`src/rtl/tma_pkg.sv`:
```
package tma_pkg;
  typedef enum logic [1:0] {
    TIER_MAINT = 2'd0,
    TIER_DISP  = 2'd1,
    TIER_HI    = 2'd2,
    TIER_LO    = 2'd3
  } tier_e;

  localparam int unsigned NUM_REQ_TIERS = 3;
endpackage

```
`src/rtl/tma_refresh_timer.sv`:
```
module tma_refresh_timer #(
  parameter int unsigned CNT_W = 16
) (
  input  logic             clk_i,
  input  logic             rst_ni,
  input  logic [CNT_W-1:0] interval_i,
  input  logic             clr_i,
  output logic             pend_o
);
  logic [CNT_W-1:0] cnt_q;
  logic             pend_q;

  always_ff @(posedge clk_i or negedge rst_ni) begin
    if (!rst_ni) begin
      cnt_q  <= '0;
      pend_q <= 1'b0;
    end else if (clr_i) begin
      cnt_q  <= '0;
      pend_q <= 1'b0;
    end else if (interval_i == '0) begin
      cnt_q <= '0;
    end else if (cnt_q >= interval_i - CNT_W'(1)) begin
      cnt_q  <= '0;
      pend_q <= 1'b1;  // saturate: missed intervals collapse
    end else begin
      cnt_q <= cnt_q + CNT_W'(1);
    end
  end

  assign pend_o = pend_q;
endmodule

```
`src/rtl/tma_rr_pick.sv`:
```
module tma_rr_pick #(
  parameter int unsigned N     = 6,
  localparam int unsigned IDX_W = (N > 1) ? $clog2(N) : 1
) (
  input  logic [N-1:0]     req_i,
  input  logic [IDX_W-1:0] ptr_i,
  output logic             valid_o,
  output logic [IDX_W-1:0] idx_o
);
  int j;

  // scan from farthest to nearest so the nearest hit after ptr_i wins
  always_comb begin
    valid_o = 1'b0;
    idx_o   = '0;
    j       = 0;
    for (int off = N; off >= 1; off--) begin
      j = (int'(ptr_i) + off) % N;
      if (req_i[j]) begin
        valid_o = 1'b1;
        idx_o   = IDX_W'(j);
      end
    end
  end
endmodule

```
`src/rtl/tiered_mem_arbiter.sv`:
```
module tiered_mem_arbiter
  import tma_pkg::*;
#(
  parameter int unsigned N_DISP          = 2,
  parameter int unsigned N_GEN           = 4,
  parameter int unsigned CNT_W           = 16,
  parameter int unsigned SDRAM_ONLY_MASK = 32'h0000_0007,
  localparam int unsigned N              = N_DISP + N_GEN,
  localparam int unsigned IDX_W          = $clog2(N)
) (
  input  logic             clk_i,
  input  logic             rst_ni,
  input  logic [N-1:0]     req_i,
  input  logic [N-1:0]     tgt_sram_i,
  input  logic [N_GEN-1:0] gen_lo_tier_i,
  input  logic [1:0]       disp_tier_i,
  input  logic [N-1:0]     nmi_mask_i,
  input  logic             nmi_active_i,
  input  logic [CNT_W-1:0] refresh_iv_i,
  input  logic             page_req_i,
  input  logic             done_i,
  output logic [N-1:0]     gnt_o,
  output logic             maint_gnt_o
);
  localparam int unsigned NT = NUM_REQ_TIERS;
  localparam logic [N-1:0] SD_ONLY = N'(SDRAM_ONLY_MASK);

  tier_e            tier_of [N];
  logic [N-1:0]     eligible;
  logic [N-1:0]     member  [NT];
  logic             t_valid [NT];
  logic [IDX_W-1:0] t_idx   [NT];
  logic [IDX_W-1:0] ptr_q   [NT];
  logic [N-1:0]     gnt_q;
  logic             maint_q;
  logic             idle;
  logic             refresh_pend;
  logic             maint_req;
  logic             maint_issue;
  logic             win_valid;
  int unsigned      win_tier;
  logic [IDX_W-1:0] win_idx;

  // tier assignment per requester
  for (genvar i = 0; i < N; i++) begin : g_tier
    if (i == N_DISP - 1) begin : g_sel_disp
      always_comb tier_of[i] = (disp_tier_i < 2'd2) ? TIER_DISP : tier_e'(disp_tier_i);
    end else if (i < N_DISP) begin : g_fix_disp
      always_comb tier_of[i] = TIER_DISP;
    end else begin : g_gen
      always_comb tier_of[i] = gen_lo_tier_i[i-N_DISP] ? TIER_LO : TIER_HI;
    end
  end

  assign eligible = req_i
                  & ~({N{nmi_active_i}} & nmi_mask_i)
                  & ~(tgt_sram_i & SD_ONLY);

  for (genvar t = 0; t < NT; t++) begin : g_tier_rr
    for (genvar i = 0; i < N; i++) begin : g_mem
      assign member[t][i] = eligible[i] && (tier_of[i] == tier_e'(t + 1));
    end
    tma_rr_pick #(.N(N)) u_pick (
      .req_i  (member[t]),
      .ptr_i  (ptr_q[t]),
      .valid_o(t_valid[t]),
      .idx_o  (t_idx[t])
    );
  end

  // fixed priority across tiers: lower tier number first
  always_comb begin
    win_valid = 1'b0;
    win_tier  = 0;
    win_idx   = '0;
    for (int t = NT - 1; t >= 0; t--) begin
      if (t_valid[t]) begin
        win_valid = 1'b1;
        win_tier  = t;
        win_idx   = t_idx[t];
      end
    end
  end

  tma_refresh_timer #(.CNT_W(CNT_W)) u_refresh (
    .clk_i     (clk_i),
    .rst_ni    (rst_ni),
    .interval_i(refresh_iv_i),
    .clr_i     (maint_issue),
    .pend_o    (refresh_pend)
  );

  assign idle        = (gnt_q == '0) && !maint_q;
  assign maint_req   = page_req_i || refresh_pend;
  assign maint_issue = idle && maint_req;

  always_ff @(posedge clk_i or negedge rst_ni) begin
    if (!rst_ni) begin
      gnt_q   <= '0;
      maint_q <= 1'b0;
      for (int t = 0; t < NT; t++) ptr_q[t] <= IDX_W'(N - 1);
    end else if (idle) begin
      if (maint_req) begin
        maint_q <= 1'b1;
      end else if (win_valid) begin
        gnt_q           <= N'(1) << win_idx;
        ptr_q[win_tier] <= win_idx;
      end
    end else if (done_i) begin
      gnt_q   <= '0;
      maint_q <= 1'b0;
    end
  end

  assign gnt_o       = gnt_q;
  assign maint_gnt_o = maint_q;
endmodule

```
`config.mk`:
```
export PLATFORM = sky130hd
export DESIGN_NAME = tiered_mem_arbiter
export DESIGN_NICKNAME = d
export VERILOG_FILES = /design/src/rtl/tma_pkg.sv /design/src/rtl/tma_refresh_timer.sv /design/src/rtl/tma_rr_pick.sv /design/src/rtl/tiered_mem_arbiter.sv
export SDC_FILE = /design/constraint.sdc
export NUM_CORES = 1
export LEC_CHECK = 0
export ABC_AREA = 1
export BUFFER_PORTS_ARGS = -buffer_cell sky130_fd_sc_hd__buf_2
export CAP_MARGIN = 30
export CORE_MARGIN = 2
export CORE_UTILIZATION = 40
export DETAILED_ROUTE_END_ITERATION = 12
export PLACE_DENSITY = 0.65
export SYNTH_ARGS = -nofsm -noshare
export SYNTH_HDL_FRONTEND = slang
export SYNTH_SLANG_ARGS = --single-unit
export TNS_END_PERCENT = 20
```
`constraint.sdc`:
```
create_clock -name clk_i -period 3.2 [get_ports clk_i]
set_input_delay 0.16 -clock clk_i [delete_from_list [all_inputs] [get_ports clk_i]]
set_output_delay 0.16 -clock clk_i [all_outputs]
set_load 0.005 [all_outputs]
```
# After elaboration in Yosys (flattened, before gate mapping)

Cells that the tools add are included.

$add $sub $neg: 20
Multipliers: 0
Div/mod/pow operators: 18
Magnitude comparators: 22
Eq/ne operators: 19
Shifts and indexed selects: 1
Mux-type cells: 120
Bitwise operators: 7
Reduce and logical (&&, ||, !) cells: 28

Operator list:

| cell                                                                          | number |
|---|---|
| 32-bit by 5-bit less-than comparator with 1-bit output, second input constant | 18 |
| 32-bit by 3-bit remainder unit with 32-bit output, second input constant      | 18 |
| 1-bit 2-to-1 mux                                                              | 67 |
| 3-bit 2-to-1 mux                                                              | 22 |
| 1-bit binary-select mux with 3-bit select                                     | 18 |
| 16-bit 2-to-1 mux                                                             | 3 |
| 3-bit by 3-bit adder with 4-bit output, second input constant                 | 9 |
| 33-bit by 3-bit >= comparator with 1-bit output, second input constant        | 1 |
| 33-bit by 1-bit less-than comparator with 1-bit output, second input constant | 1 |
| 2-bit inverter with 33-bit output                                             | 1 |
| 3-bit by 2-bit adder with 4-bit output, second input constant                 | 6 |
| 6-bit 2-to-1 mux                                                              | 4 |
| 2-bit equality test, second input constant                                    | 10 |
| 6-bit AND                                                                     | 3 |
| 1-bit logical AND                                                             | 18 |
| 16-bit by 1-bit adder with 16-bit output, second input constant               | 1 |
| 16-bit >= comparator                                                          | 1 |
| 16-bit logical NOT                                                            | 1 |
| 16-bit by 1-bit subtractor with 16-bit output, second input constant          | 1 |
| 3-bit by 1-bit adder with 4-bit output, second input constant                 | 3 |
| 2-bit by 1-bit equality test with 1-bit output, second input constant         | 5 |
| 9-bit bitwise mux                                                             | 1 |
| 2-bit 2-to-1 mux                                                              | 4 |
| 3-bit demux with 2-bit select                                                 | 1 |
| 13 further kinds                                                              | 18 |

Register bits after elaboration: 33
Latch bits: 0
Memory bits (writable): 0
Memory bits (read-only): 0
Word-level logic and storage cells: 242
Memories: 0

# Depth between registers and ports, before layout

Depth in word-level cells: 23
Gate-level depth with buffers: 28

# Modules after synthesis

Synthesis repeated with hierarchy kept, for this count alone.

Cells, all modules: 856
Area total of the unflattened synthesis: 5170.0 um^2

Modules (own cells, without submodules):

| module             | instances | cells each | area each (um^2) | seq. area each (um^2) |
|---|---|---|---|---|
| tma_rr_pick        | 3         | 161        | 809.5            | 0.0 |
| tma_refresh_timer  | 1         | 217        | 1665.3           | 425.4 |
| tiered_mem_arbiter | 1         | 156        | 1076.0           | 407.9 |

# Worst setup path before layout

Ideal clock, no wire load.

Path kind: register to register
From: register ptr_q[0] (netlist bit)
To: register gnt_q[0], in the netlist gnt_o[0]
Setup time: 0.117 ns
Arrival: 2.924 ns
Path slack: 0.158 ns
Cell stages (with the launch flop): 24
Path buffers: 1
Cells stage by stage: dfstp_2 -> buf_4 -> inv_1 -> ha_1 -> xnor2_1 -> ha_1 -> nor2_1 -> nand3_1 -> nand2_1 -> nand2_1 -> nand2_2 -> nand2_2 -> nand2_1 -> nand3_2 -> nand2_2 -> nor2_2 -> inv_1 -> nor2_4 -> nor3_1 -> nand2_1 -> nand3_1 -> nand2_1 -> nand3_1 -> nand2_1

Word-level cells in the longest chain between the ends: 18
Elaborated cells between the ends (all ways): 54
Those cells by class: 6 x add/sub; 6 x div; 1 x eq/ne; 1 x shift; 39 x mux; 1 x reduce/logical

Ends and longest elaborated chain:

| what                                                               | line                      | text |
|---|---|---|
| from (decl)                                                        | tiered_mem_arbiter.sv:33  | `logic [IDX_W-1:0] ptr_q [NT];` |
| from (signal, indexed assignment)                                  | tiered_mem_arbiter.sv:107 | `ptr_q[win_tier] <= win_idx;` |
| 3-bit by 3-bit adder with 4-bit output                             | tma_rr_pick.sv:18         | `j = (int'(ptr_i) + off) % N;` |
| 32-bit by 3-bit remainder unit with 32-bit output                  | tma_rr_pick.sv:18         |  |
| 1-bit binary-select mux with 3-bit select                          | tma_rr_pick.sv:19         | `if (req_i[j]) begin` |
| 1-bit 2-to-1 mux (implied by the code) (2 in series)               | tma_rr_pick.sv:19         |  |
| 3-bit 2-to-1 mux or 1-bit 2-to-1 mux (tied branches) (6 in series) | tma_rr_pick.sv:19         |  |
| 3-bit 2-to-1 mux (3 in series)                                     | tiered_mem_arbiter.sv:77  | `if (t_valid[t]) begin` |
| 1-bit by 3-bit << shifter with 6-bit output                        | tiered_mem_arbiter.sv:106 | `gnt_q <= N'(1) << win_idx;` |
| 6-bit 2-to-1 mux                                                   | tiered_mem_arbiter.sv:105 | `end else if (win_valid) begin` |
| 6-bit 2-to-1 mux                                                   | tiered_mem_arbiter.sv:103 | `if (maint_req) begin` |
| 6-bit 2-to-1 mux                                                   | tiered_mem_arbiter.sv:102 | `end else if (idle) begin` |
| to (signal assigned)                                               | tiered_mem_arbiter.sv:106 |  |
| to (decl)                                                          | tiered_mem_arbiter.sv:34  | `logic [N-1:0] gnt_q;` |

Several ways; a longest one is shown, not always the timed one. The select of a mux whose other input is x is not followed.
A chain may end at the register's enable or synchronous reset.

# Worst setup path in the final report

From: register ptr_q[2] (netlist bit)
To: register gnt_q[0], in the netlist gnt_o[0]

Same word-level chain as after synthesis.

==> impl_metrics.json <==
{
  "p_per_area_mw_per_mm2": 1122,
  "hold_viol_final": 0,
  "clock_sinks": 33,
  "yosys.area_share.adder_pct": 13.96,
  "num_rows": 38,
  "crit_fanout": 8,
  "arrival_ns": 3.22,
  "async_flop_share_pct": 100.0,
  "total_power_mw": 6.047,
  "critPathKind": "flop to flop",
  "report.final.slew_viol_count": 0,
  "clkTransAtPathRegs_ns": 0.07,
  "area_delta_synth_final_pct": 22.67,
  "skew_ns": 0.002898,
  "yosys.area_share.simple_pct": 42.69,
  "tightestPinTransition_ns": 0.7249,
  "dp.cells": 907,
  "fmax_mhz": 328.0,
  "synth_top_family_by_area": "simple AND/OR/NAND/NOR gates",
  "peakVddDrop_uv": 556.2,
  "crit_path_cell_trace": "buf_8, ha_2, a21oi_2, inv_1, ha_1, nor2_1, nand3_1, nand2_2, nand2_1, nand2_2, nand3_1, nand3_2, nand2_2, nor2_2, inv_1, nor2_4, nand2_2, nor2_4, nor2_2, buf_4, nand3_1, nand2_1",
  "outcome": "completed",
  "synth_top_area_share_pct": 17.26,
  "min_period_ns": 3.049,
  "ioPinCount": 52,
  "ant_nets": 0,
  "worstHoldStart": "done_i",
  "grt_overflow_total": 0,
  "synth_xor_area_share_pct": 4.956,
  "cap_viol_max_count": 0,
  "cp-end-kind": "flop",
  "yosys.cell_types.count": 43,
  "setup_violations": 0,
  "dieHeight_um": 108.8,
  "required_ns": 3.37,
  "dr.pass1.iters": 4,
  "fillers": 1071,
  "hp-class": "input port to flop",
  "max_stage_delay_ns": 0.56,
  "drtIter0Drc": 196,
  "fp.dieW_um": 108.8,
  "dieArea_mm2": 0.01184,
  "netlist.top_cell.by_area": "nand2_1",
  "finalCritPeriodShare_pct": 95.28,
  "startpoint_type": "flop",
  "reg2reg_from": "ptr_q[2]",
  "rsz0062_at_grt": "true",
  "antenna_cells": 0,
  "syn_area_mm2": 0.004393,
  "grt_pass1_vias": 4088,
  "yosys-top-cells-count": "nand2_1 (202), inv_1 (99), nand3_1 (71), nor2_1 (55), ha_1 (49)",
  "start_util_pct": 40.70,
  "synth_seq_cells": 33,
  "wirelength_um": 10380,
  "synth.most_common_cell": "nand2_1",
  "post-route-drc-count": 0,
  "port_buffers": 48,
  "fin_util_pct": 49.93,
  "tritoncts": "done",
  "clk_latency_ns": 0.28,
  "grt_pass1_wl_um": 17180,
  "syn_inst": 696,
  "critPathTopFamily": "simple AND/OR/NAND/NOR gates",
  "power.leakage_nw": 2.907,
  "numCtsBuffers": 5,
  "avgSynthCellArea_um2": 6.312,
  "nNetsFinal": 878,
  "synthMuxAreaShare_pct": 0,
  "path_common_cell": "nand2_2",
  "htreeDepth": 2,
  "vias_per_cell": 4.936,
  "grt_max_degree": 34,
  "synthTopCellsByArea": "nand2_1 (17%), dfrtp_1 (15%), ha_1 (14%)",
  "setup_slack_ns": 0.1510,
  "crit_path_start": "ptr_q[2]",
  "synth_flop_cell": "dfrtp_1",
  "pre_cts_slack_ns": 0.01851,
  "layout-drive-gt1-share_pct": 23.95,
  "syn-num-nets": 790,
  "vias": 4566,
  "slew_headroom_pct": 51.68,
  "critPathBufInv": 4,
  "gp_congestion": 0.8517,
  "cts_root_buf": "clkbuf_8",
  "core_mm2": 0.01079,
  "finalNonFillerCells": 925,
  "cp_slowest_cell": "dfstp_2",
  "avgRoutedWirePerCell_um": 11.22,
  "hpwlAfterDp_um": 8461,
  "yosys_warnings": 0,
  "antenna_found_initial": 0,
  "ys_seq_area_share_pct": 18.97,
  "synth-compound-area-share_pct": 9.314,
  "cts.path.max_buffers": 2,
  "grt_usage_pct": 17.56,
  "synth_edf_count": 0
}
-- cell type report --
cell class / count / area (um2) / share of cell area (%)
Sequential cell: 33 / 835.8 / 15.51
Inverter: 105 / 399.1 / 7.407
Timing Repair Buffer: 87 / 563.0 / 10.45
Clock buffer: 7 / 96.34 / 1.788
Tap cell: 140 / 175.2 / 3.251
Clock inverter: 1 / 5.005 / 0.09287
Multi-Input combinational cell: 552 / 3314 / 61.50
-- through the flow --
stage / hold slack [ns] / setup TNS (ns) / cell area, um2
final: 0.06163 / 0 / 5389
after global routing: 0.04517 / -0.3620 / 5389
after CTS: 0.04717 / 0 / 5102
after detailed placement: 0.2606 / 0 / 4991
after global placement: 0.2653 / 0 / 4991
after floorplan: -0.1356 / 0 / 4393
-- sequential cells by signal (all words and copies together), names as in the netlist --
| register | flops |
|---|---|
| ptr_q | 9 |
| u_refresh.cnt_q | 16 |
| u_refresh.pend_o | 1 |
| maint_gnt_o | 1 |
| gnt_o | 6 |
-- where the power goes --
| part | internal (mW) | total (mW) | switching [mW] |
|---|---|---|---|
| Clock | 0.194 | 0.339 | 0.145 |
| Combinational | 1.92 | 5.05 | 3.12 |
| Sequential | 0.545 | 0.661 | 0.116 |
-- per-layer routing --
| metal | global-route usage [%] | vias up | part of all wire, % | wire length (um) |
|---|---|---|---|---|
| li1 | - | 2428 | - | - |
| met1 | 21.24 | 2065 | 46 | 4737 |
| met2 | 33.35 | 68 | 51 | 5285 |
| met3 | 2.212 | 5 | 2.8 | 294 |
| met4 | 3.114 | 0 | 0.63 | 65 |
| met5 | 0 | - | 0 | 0 |
-- repair_timing --
| item | CTS | global route |
|---|---|---|
| setup buffers | 0 | 9 |
| hold endpoints to repair | 27 | 0 |
| hold buffers | 1 | 0 |
| endpoints found under the setup margin | 0 | 15 |
| gates resized for setup | 0 | 61 |
-- final timing paths --
path,end,slack [ns],cells past startpoint
worst min-delay path,maint_gnt_o,0.06,2
min in group asynchronous,gnt_o[5],0.48,2
worst max-delay path,gnt_o[0],0.15,22
worst max register to register,gnt_o[0],0.15,22
max in group asynchronous,ptr_q[4],2.22,2
worst min register to register,u_refresh.cnt_q[0],0.50,1
-- placed cells by master (no fill, tap or decap), types with 3 or more instances in the layout --
cell,n
a21oi_1,19
a31oi_1,3
buf_2,48
buf_4,34
clkbuf_8,7
dfrtp_1,25
dfstp_2,6
ha_1,41
ha_2,6
inv_1,97
inv_2,6
nand2_1,187
nand2_2,28
nand2_4,5
nand3_1,64
nand3_2,10
nand3b_1,6
nand4_1,16
nor2_1,53
nor2_2,6
nor2_4,6
nor3_1,15
nor4_1,3
o211ai_1,5
o21ai_0,21
o21ai_1,5
o21bai_1,5
o31ai_1,3
xnor2_1,7
xor2_1,14
-- worst reg2reg max path, stage by stage, from the launching register on --
cell and delay, ns:
dfstp_2 0.56, buf_8 0.14, ha_2 0.21, a21oi_2 0.06, inv_1 0.09, ha_1 0.24
nor2_1 0.11, nand3_1 0.09, nand2_2 0.09, nand2_1 0.08, nand2_2 0.08, nand3_1 0.09
nand3_2 0.11, nand2_2 0.08, nor2_2 0.11, inv_1 0.07, nor2_4 0.19, nand2_2 0.09
nor2_4 0.16, nor2_2 0.05, buf_4 0.13, nand3_1 0.07, nand2_1 0.05
-- cells by family (layout without fill, tap and decap cells) --
kind of cell,after synthesis,count (layout)
AND/OR/NAND/NOR,409,409
buffers and inverters,111,200
AO/OA/AOI/OAI,70,70
XOR/XNOR,24,24
flip-flops,33,33
adder cells (fa/ha/maj),49,49
Note: power is estimated with default switching activity, not from simulation.
